**config.mk**
```make
export PLATFORM = sky130hd
export DESIGN_NAME = mchk_unit
export DESIGN_NICKNAME = d
export VERILOG_FILES = /design/src/rtl/mchk_pkg.sv /design/src/rtl/mchk_alu_cmp.sv /design/src/rtl/mchk_capture.sv /design/src/rtl/mchk_react.sv /design/src/rtl/mchk_unit.sv
export SDC_FILE = /design/constraint.sdc
export NUM_CORES = 1
export LEC_CHECK = 0
export BUFFER_PORTS_ARGS = -buffer_cell sky130_fd_sc_hd__buf_2
export CAP_MARGIN = 10
export CORE_ASPECT_RATIO = 1.4
export CORE_MARGIN = 1.5
export CORE_UTILIZATION = 36
export CTS_CLUSTER_DIAMETER = 80
export CTS_CLUSTER_SIZE = 28
export DETAILED_ROUTE_END_ITERATION = 7
export PLACE_DENSITY = 0.74
export SLEW_MARGIN = 20
export SYNTH_ARGS = -nofsm -noshare
export SYNTH_HDL_FRONTEND = slang
export SYNTH_SLANG_ARGS = --single-unit
```
**constraint.sdc**
```tcl
create_clock -name clk -period 1.32 [get_ports clk]
set_input_delay 0.33 -clock clk [delete_from_list [all_inputs] [get_ports clk]]
set_output_delay 0.33 -clock clk [all_outputs]
set_load 0.02 [all_outputs]
```
**src/rtl/mchk_pkg.sv**
```systemverilog
package mchk_pkg;

    localparam int CHK_W      = 8;
    localparam int PAR_SRCS   = 7;
    localparam int ALU_BIT    = 7;

    typedef enum logic [2:0] {
        CM_PROCESS = 3'd0,
        CM_DISABLE = 3'd1,
        CM_STOP    = 3'd2,
        CM_RESTART = 3'd3,
        CM_DIAG    = 3'd4
    } chk_mode_e;

    typedef enum logic [2:0] {
        AC_NONE          = 3'd0,
        AC_SEQ_STOP      = 3'd1,
        AC_MEM_STOP      = 3'd2,
        AC_MEM_LATE_STOP = 3'd3,
        AC_SEQ_RESTART   = 3'd4,
        AC_SEQ_KEEP      = 3'd5,
        AC_SEQ_NOMEM     = 3'd6,
        AC_MEM_RESTART   = 3'd7
    } cmp_set_e;

    typedef enum logic [1:0] {
        RK_IC_START  = 2'd0,
        RK_SEQ_RESET = 2'd1,
        RK_SEQ_KEEP  = 2'd2,
        RK_FULL      = 2'd3
    } restart_kind_e;

    typedef struct packed {
        logic          stop;
        logic          trap;
        logic          restart;
        logic          diag;
        restart_kind_e kind;
        logic          bypass;
    } reaction_t;

    function automatic reaction_t choose_reaction(logic fire, chk_mode_e mode, cmp_set_e cs);
        reaction_t r;
        r = '0;
        if (fire) begin
            case (mode)
                CM_DISABLE: ;
                CM_STOP:    r.stop = 1'b1;
                CM_DIAG:    r.diag = 1'b1;
                CM_RESTART: begin
                    r.restart = 1'b1;
                    case (cs)
                        AC_MEM_RESTART: r.kind = RK_FULL;
                        AC_SEQ_RESTART: r.kind = RK_SEQ_RESET;
                        AC_SEQ_NOMEM: begin
                            r.kind   = RK_SEQ_RESET;
                            r.bypass = 1'b1;
                        end
                        AC_SEQ_KEEP:    r.kind = RK_SEQ_KEEP;
                        default:        r.kind = RK_IC_START;
                    endcase
                end
                default:    r.trap = 1'b1;
            endcase
        end
        return r;
    endfunction

endpackage

```
**src/rtl/mchk_alu_cmp.sv**
```systemverilog
module mchk_alu_cmp #(
    parameter int W = 8
) (
    input  logic         en,
    input  logic [W-1:0] res,
    input  logic [W-1:0] cmp_res,
    output logic         mismatch
);
    logic [W-1:0] bit_ok;

    for (genvar g = 0; g < W; g++) begin : g_bit
        assign bit_ok[g] = res[g] ^ cmp_res[g];
    end

    assign mismatch = en && !(&bit_ok);
endmodule

```
**src/rtl/mchk_capture.sv**
```systemverilog
module mchk_capture #(
    parameter int NBITS = 8
) (
    input  logic             clk,
    input  logic             rst,
    input  logic             clr,
    input  logic [NBITS-1:0] flags,
    output logic [NBITS-1:0] bits,
    output logic             new_any
);
    logic [NBITS-1:0] bits_q;
    logic [NBITS-1:0] base;
    logic [NBITS-1:0] fresh;

    for (genvar g = 0; g < NBITS; g++) begin : g_latch
        assign base[g]  = clr ? 1'b0 : bits_q[g];
        assign fresh[g] = flags[g] & ~base[g];

        always_ff @(posedge clk) begin
            if (rst) bits_q[g] <= 1'b0;
            else     bits_q[g] <= base[g] | flags[g];
        end
    end

    assign bits    = bits_q;
    assign new_any = |fresh;
endmodule

```
**src/rtl/mchk_react.sv**
```systemverilog
module mchk_react
    import mchk_pkg::*;
(
    input  logic      clk,
    input  logic      rst,
    input  logic      fire,
    input  chk_mode_e mode,
    input  cmp_set_e  cs,
    output reaction_t act
);
    reaction_t act_q;

    always_ff @(posedge clk) begin
        if (rst) act_q <= '0;
        else     act_q <= choose_reaction(fire, mode, cs);
    end

    assign act = act_q;
endmodule

```
**src/rtl/mchk_unit.sv**
```systemverilog
module mchk_unit
    import mchk_pkg::*;
#(
    parameter int ALU_W = 8
) (
    input  logic                clk,
    input  logic                rst,
    input  logic [2:0]          chk_mode,
    input  logic [2:0]          cmp_set,
    input  logic [PAR_SRCS-1:0] par_fail,
    input  logic                alu_chk_en,
    input  logic [ALU_W-1:0]    alu_res,
    input  logic [ALU_W-1:0]    alu_cmp_res,
    input  logic                chk_clr,
    output logic [CHK_W-1:0]    chk_bits,
    output logic                stop_req,
    output logic                trap_req,
    output logic                restart_req,
    output logic                diag_req,
    output logic [1:0]          restart_kind,
    output logic                restart_bypass
);
    logic             alu_bad;
    logic [CHK_W-1:0] flags;
    logic             fire;
    reaction_t        act;

    mchk_alu_cmp #(.W(ALU_W)) i_alu_cmp (
        .en       (alu_chk_en),
        .res      (alu_res),
        .cmp_res  (alu_cmp_res),
        .mismatch (alu_bad)
    );

    always_comb begin
        flags                 = '0;
        flags[PAR_SRCS-1:0]   = par_fail;
        flags[ALU_BIT]        = alu_bad;
    end

    mchk_capture #(.NBITS(CHK_W)) i_capture (
        .clk     (clk),
        .rst     (rst),
        .clr     (chk_clr),
        .flags   (flags),
        .bits    (chk_bits),
        .new_any (fire)
    );

    mchk_react i_react (
        .clk  (clk),
        .rst  (rst),
        .fire (fire),
        .mode (chk_mode_e'(chk_mode)),
        .cs   (cmp_set_e'(cmp_set)),
        .act  (act)
    );

    assign stop_req       = act.stop;
    assign trap_req       = act.trap;
    assign restart_req    = act.restart;
    assign diag_req       = act.diag;
    assign restart_kind   = act.kind;
    assign restart_bypass = act.bypass;
endmodule

```
== Word level (Yosys, flattened, before mapping) ==
Cells that the tools add are included.

* Output and inout port bits: 15
* Word-level logic and storage cells: 78
* Flip-flop bits (word level): 15

* Reduce and logical (&&, ||, !) cells: 8
* Equal/unequal tests: 8
* Mux-type cells: 14
* Bitwise gates (word level): 34

{| class="wikitable"
|+ Operators with widths
! kind !! count
|-
| $eq A3 B3 Y1 const B || 5
|-
| $mux W1 || 13
|-
| $not A1 Y1 || 10
|-
| $and A1 B1 Y1 || 8
|-
| $or A1 B1 Y1 || 8
|-
| $reduce_and A8 Y1 || 1
|-
| $reduce_or A8 Y1 || 1
|-
| $xor A1 B1 Y1 || 8
|-
| $eq A3 B2 Y1 const B || 2
|-
| $pmux W2 S3 || 1
|-
| $reduce_or A2 Y1 || 2
|-
| $reduce_or A4 Y1 || 1
|-
| $eq A3 B1 Y1 const B || 1
|-
| $reduce_or A3 Y1 || 1
|-
| $logic_and A1 B1 Y1 || 1
|-
| $logic_not A1 Y1 || 1
|}

== Depth between registers and ports, before layout ==
Gate-level depths: netlist of run 1.

* Depth in word-level cells: 8
* Gate-level depth with buffers: 4
* Mapped depth without buffers: 4

== Modules after synthesis ==
A second synthesis of run 1 with hierarchy kept.

* Cell total of the unflattened synthesis: 75
* Area total of the unflattened synthesis: 659.4 um^2

{| class="wikitable"
|+ Modules (own cells, without submodules)
! module !! area each (um^2) !! seq. area each (um^2) !! cells each !! instances
|-
| mchk_capture || 334.1 || 160.2 || 41 || 1
|-
| mchk_react || 235.2 || 140.1 || 23 || 1
|-
| mchk_alu_cmp || 90.1 || 0.0 || 11 || 1
|}

== Worst setup path before layout of run 1 ==
Ideal clock, no wire load.

* Path type: register to register
* Start point: register i_capture.bits_q[2] (netlist: i_capture.bits[2])
* End point: register i_react.act_q, in the netlist i_react.act[3]
* Setup slack: 0.002 ns
* Stages on the path, launching flop included: 4
* Clock period less this slack: 1.318 ns
* Required time: 1.177 ns
* Buffers on the path: 0
* Arrival: 1.175 ns
* Cell sequence: dfxtp_1 o221ai_2 a2111oi_4 a211oi_1

* Longest elaborated chain between the ends: 6

{| class="wikitable"
|+ Ends and longest elaborated chain
! item !! RTL line !! RTL
|-
| start, declared || mchk_capture.sv:11 || <nowiki>logic [NBITS-1:0] bits_q;</nowiki>
|-
| start signal, assigned by index || mchk_capture.sv:21 || <nowiki>else bits_q[g] <= base[g] | flags[g];</nowiki>
|-
| $mux W1 || mchk_capture.sv:16 || <nowiki>assign base[g] = clr ? 1'b0 : bits_q[g];</nowiki>
|-
| $not A1 Y1 || mchk_capture.sv:17 || <nowiki>assign fresh[g] = flags[g] & ~base[g];</nowiki>
|-
| $and A1 B1 Y1 || mchk_capture.sv:17 ||
|-
| $reduce_or A8 Y1 || mchk_capture.sv:26 || <nowiki>assign new_any = |fresh;</nowiki>
|-
| $not A1 Y1 (no source line) || - ||
|-
| $reduce_or A2 Y1 (no source line) || - ||
|-
| end signal, assigned || mchk_react.sv:15 || <nowiki>else act_q <= choose_reaction(fire, mode, cs);</nowiki>
|-
| end, declared || mchk_react.sv:11 || <nowiki>reaction_t act_q;</nowiki>
|}

Every way passes these cells.
A chain may end at the register's enable or synchronous reset.

== Worst setup path in the final report of run 1 ==
* Start point: register i_capture.bits_q[2] (netlist: i_capture.bits[2])
* End point: register i_react.act_q, in the netlist i_react.act[4]

The elaborated chain is that of the path after synthesis.

==> qor.txt, run 1 <==
CTS root buffer = clkbuf_4
VDD IR max = 595 uV
Maximum Capacitance Violations = 0
Worst slew pin tran = 0.485 ns
Synth Flop Type = dfxtp_1
Largest net degree at the start of global routing = 12
Cell area after synthesis = 707 sq um
Achievable frequency = 812 MHz
Post-CTS sizing = 0
Vias = 725
Mapped Nets = 110
Vias/cell = 4.77
CTS sink count = 15
Pwr dens = 926 mW/mm^2
Initial Utilization = 39.2%
Design Area, Final = 0.00103 sq mm
Post-synth EDFFs = 0
Top-count cell post-synth = dfxtp_1
# nets final = 166
Met1 WL = 558 microns
Crit path DAT = 1.39 ns
Met3 wire len = 135 microns
Fin crit share = 93.3%
Tot Pwr = 0.952 mW
Pleak = 0.514 nW
Drt drc = 0
Layout cells sized above 1 = 47.7%
Yosys cell types = 24
CP Max Fanout = 7
Ant diodes = 0
Synthesized area per cell = 9.18 sq um
Clock latency on the worst-skew pair = 0.28 ns
Worst-path cell with the longest stage delay = dfxtp_1
CP endpoint kind = register
Post-Route WL = 1560 microns
Worst setup margin = 0.0889 ns
Vias in the first global route = 634
Synth top cells by count = dfxtp_1, a21oi_1, nor2_1, xor2_1, inv_1
Seq/Total Area, Yosys = 42.5%
Post-synth top area cell = dfxtp_1
Post-synth top area share = 42.5%
Tmin final = 1.23 ns
Iter 0 DRT Violations = 1
Max-slew headroom = 67.5%
Min-delay worst type = in -> reg
First-pass GRT wire length = 2370 microns
Total CTS buffers = 3
Setup Viol. Count Final = 0
Crit Path Category = reg -> reg
Status = finished, final reports clean
Antenna-violating nets left = 0
Num rows = 18
Clk slew on worst S/H paths = 0.09 ns
Hold Fails Final Rpt = 0
Max incr delay on CP = 0.37 ns
Gr ovfl total = 0
CTS tree = built
Post-CTS setup buffers = 0
Synth async-reset ratio = 0%
Final Util = 57.1%
Routed len/inst = 10.3 microns
Placed cell area = 0.00100 sq mm
First drt pass iteration count = 2
Core Area = 0.00180 sq mm
Hold_buf cts = 0
Max Slew Vio Count = 0
Die Ht = 55.4 microns
Layout area overhead = 45.5%
# fillers = 182
Unrepaired setup endpoints after global routing = no
Worst Path Required = 1.47 ns
H-tree depth = 1
Number of port buffers = 47
Routability cong. = 0.669
Warnings from Yosys = 0
Clock buffer depth = 2
CP Cell Sequence = o221ai_2, a2111oi_4, buf_4, a211oi_1
Synth area leaders = dfxtp_1, xor2_1, a21oi_1, nor2_1, a2111oi_4
Place WS = -0.164 ns
Top sig layer = met4
Met2 WL = 843 microns
Die W = 40.5 microns
Initial antenna violation count = 0
Startpoint Class = register
Clock skew = 0.00743 ns
IO Pins = 48
Synthesis-stage register bit count = 15
Die area = 0.00224 sq mm
Syn Inst Count = 77
Gr usage total = 14.9%
==> final timing paths <==
check / slack [ns] / endpoint / start / cells past startpoint
worst max register to register: 0.09 / i_react.act[4]$_SDFF_PP0_ / i_capture.bits[2]$_SDFF_PP0_ / 4
worst max-delay path: 0.09 / i_react.act[4]$_SDFF_PP0_ / i_capture.bits[2]$_SDFF_PP0_ / 4
worst min-delay path: 0.27 / i_capture.bits[5]$_SDFF_PP0_ / par_fail[5] / 3
worst min register to register: 0.49 / i_capture.bits[7]$_SDFF_PP0_ / i_capture.bits[7]$_SDFF_PP0_ / 2
==> sequential cells by signal, summed over array words and instances (netlist names) <==
register / cells
i_capture.bits: 8
i_react.act: 7
==> layer usage <==
| metal | track usage [%] | vias to the layer above |
|---|---|---|
| li1 | - | 378 |
| met1 | 15.9 | 312 |
| met4 | 7.14 | 0 |
| met5 | 0 | - |
| met2 | 24.5 | 31 |
| met3 | 4.82 | 4 |
==> cell usage in the layout, fill, tap and decap left out, types with 3 or more instances in the layout <==
master / count
buf_4: 5
dfxtp_1: 15
nor2_1: 8
a211oi_1: 3
nand2_1: 3
buf_2: 47
xor2_1: 8
clkbuf_4: 3
a21oi_1: 12
inv_1: 6
==> worst max-delay path: cells and delay by family, from the launching register on <==
kind	cells	cell delay, ns
buffers and inverters	1	0.19
flip-flops	1	0.37
AO/OA/AOI/OAI	3	0.55
==> cells by family after synthesis <==
family	synth area share [%]
AOI/OAI and AO/OA	24.4
xor gates and xnor gates	11.2
buffers and inverters	7.26
DFF	42.5
and+or+nand+nor	14.7
==> layout make-up <==
class | count | area (sq um) | share of cell area, %
repair buffers | 52 | 273 | 26.5
multi-input cells | 52 | 355 | 34.5
well taps | 20 | 25.0 | 2.43
flip-flops and latches | 15 | 300 | 29.2
clock buffers | 3 | 22.5 | 2.19
inverters | 9 | 47.5 | 4.62
clock inverters | 1 | 5.00 | 0.487
==> stage by stage <==
stage	hold WS [ns]	TNS, ns	cells
global placement	0.474	-0.737	148
CTS	0.266	0	152
detailed placement	0.489	-1.01	148
floorplan	0.408	0	77
global route	0.281	0	152
finish	0.267	0	152
==> report_power, final <==
group | internal [mW] | total [mW] | switching, mW | leakage, nW
Sequential | 0.474 | 0.487 | 0.0126 | 0.124
Combinational | 0.0991 | 0.212 | 0.113 | 0.373
Clock | 0.112 | 0.254 | 0.141 | 0.0177
Power figures use the tool's default switching activity.
==> run 2, diff against run 1 <==
Settings changed: BUFFER_PORTS_ARGS -buffer_cell sky130_fd_sc_hd__buf_2 to default, CORE_ASPECT_RATIO 1.4 to default, CORE_UTILIZATION 36 to 52, DONT_BUFFER_PORTS from default to 1, PLACE_DENSITY 0.74 to 0.7.
==> run 2 against run 1 <==
Effect of this change: clock-buffer cell count is 1 higher; first-iteration DRC count grew to 10 times the previous value; sequential share of layout area is 7.6 points higher; register-to-register slack better by 0.04 ns; wire length is 11% lower; non-clock buffer count is 43 lower; sequential power is 2% higher; critical endpoint unchanged; die area is 29% lower; worst setup slack better by 0.040 ns; clock power is 2% lower; critical path depth stayed put; combinational power is 36% lower.
==> qor.txt, run 2 (synthesis gave the netlist of run 1 again) <==
Hold_buf cts = 0
Pleak = 0.332 nW
VDD IR max = 824 uV
First drt pass iteration count = 4
Clock latency on the worst-skew pair = 0.27 ns
Die area = 0.00159 sq mm
Antenna-violating nets left = 0
Place WS = -0.0829 ns
Pwr dens = 1080 mW/mm^2
Setup Viol. Count Final = 0
CTS tree = built
CP Max Fanout = 7
Crit Path Category = reg -> reg
Min-delay worst type = in -> reg
Layout area overhead = 15.4%
Routed len/inst = 13.3 microns
Post-Route WL = 1390 microns
Worst Path Required = 1.45 ns
CP Cell Sequence = o21ai_2, a2111oi_4, buf_4, a211oi_1
Startpoint Class = register
Status = finished, final reports clean
Worst setup margin = 0.129 ns
Hold Fails Final Rpt = 0
Crit path max-delay family = compound AO/OA/AOI/OAI gates
Maximum Capacitance Violations = 0
H-tree depth = 1
Max Slew Vio Count = 0
Final Util = 63.5%
DP HPWL = 1140 microns
Clk slew on worst S/H paths = 0.08 ns
Number of flip-flops in the largest register = 8
Buf/Inv on CP = 1
Most frequent cells in the layout = dfxtp_1, a21oi_1, buf_4
Gr ovfl total = 0
Worst-path cell with the longest stage delay = dfxtp_1
Number of port buffers = 0
Layout cells sized above 1 = 21.3%
Worst slew pin tran = 0.536 ns
First-pass GRT wire length = 1940 microns
Gr usage total = 18.6%
Vias = 573
CTS sink count = 15
Worst hold path endpoint = i_capture.bits[7]$_SDFF_PP0_
Post-CTS sizing = 0
Clock buffer depth = 2
Hold depth = 1
Initial antenna violation count = 0
Worst hold start = rst
CP endpoint kind = register
# nets final = 123
IO Pins = 48
Tmin final = 1.19 ns
Unrepaired setup endpoints after global routing = no
R2r setup slk = 0.13 ns
Max-slew headroom = 64.1%
Iter 0 DRT Violations = 10
CTS root buffer = clkbuf_4
Ant diodes = 0
Worst r2r src = i_capture.bits[0]$_SDFF_PP0_
Routability cong. = 0.770
Largest net degree at the start of global routing = 14
Core Area = 0.00128 sq mm
Clock skew = 0.00105 ns
Vias in the first global route = 461
Drt drc = 0
Worst hold slack = 0.119 ns
Die W = 39.9 microns
Total CTS buffers = 3
Crit path DAT = 1.32 ns
Fin crit share = 90.2%
Worst reg2reg path depth = 4
Capture point of the worst reg-to-reg path = i_react.act[4]$_SDFF_PP0_
Achievable frequency = 840 MHz
Vias/cell = 5.51
Max incr delay on CP = 0.36 ns
Initial Utilization = 55.0%
Die Ht = 39.9 microns
Num rows = 13
Most common cell after layout, fill and taps aside = dfxtp_1
-- run 2: worst max path at each step --
stage | start | to | slack (ns) | cells past startpoint
5_1_grt | i_capture.bits[4]$_SDFF_PP0_ | i_react.act[5]$_SDFF_PP0_ | 0.06 | 4
2_1_floorplan | i_capture.bits[2]$_SDFF_PP0_ | i_react.act[3]$_SDFF_PP0_ | 0.002 | 3
6_report | i_capture.bits[0]$_SDFF_PP0_ | i_react.act[4]$_SDFF_PP0_ | 0.13 | 4
4_1_cts | i_capture.bits[2]$_SDFF_PP0_ | i_react.act[5]$_SDFF_PP0_ | 0.01 | 3
3_3_place_gp | par_fail[0] | i_react.act[4]$_SDFF_PP0_ | -0.02 | 4
3_5_place_dp | chk_clr | i_react.act[5]$_SDFF_PP0_ | -0.08 | 4
-- run 2: worst reg2reg max path, stage by stage, from the launching register on --
cell and delay [ns]:
dfxtp_1 0.36, o21ai_2 0.09, a2111oi_4 0.33, buf_4 0.20, a211oi_1 0.08
-- run 2: per-stage QoR --
step	area [sq um]	TNS (ns)	cells	total power, mW
floorplan	707	0	77	0.608
global placement	782	-0.0558	99	0.639
detailed placement	782	-0.361	99	0.643
CTS	808	0	103	0.889
global route	816	0	104	0.922
finish	816	0	104	0.880
-- run 2: cell type report --
type / count / area, sq um
Timing Repair Buffer: 9 / 67.6
Fill cell: 117 / 469
Sequential cell: 15 / 300
Clock buffer: 4 / 26.3
Multi-Input combinational cell: 52 / 355
Inverter: 9 / 47.5
Tap cell: 15 / 18.8
-- run 2: layer usage --
layer	up-vias	track usage [%]	routed length (microns)
met3	0	6.25	113
met5	-	0	0
met2	29	33.9	699
met1	250	20.3	575
li1	294	-	-
met4	0	3.45	0
-- run 2: power by group --
group          internal [mW]  switching [mW]
sequential             0.474          0.0210
combinational         0.0642          0.0719
clock                  0.117           0.132
-- run 2: repair_timing --
item / CTS / global route
endpoints found under the hold margin: 0 / 0
setup endpoints to repair: 0 / 6
setup buffers: 0 / 1
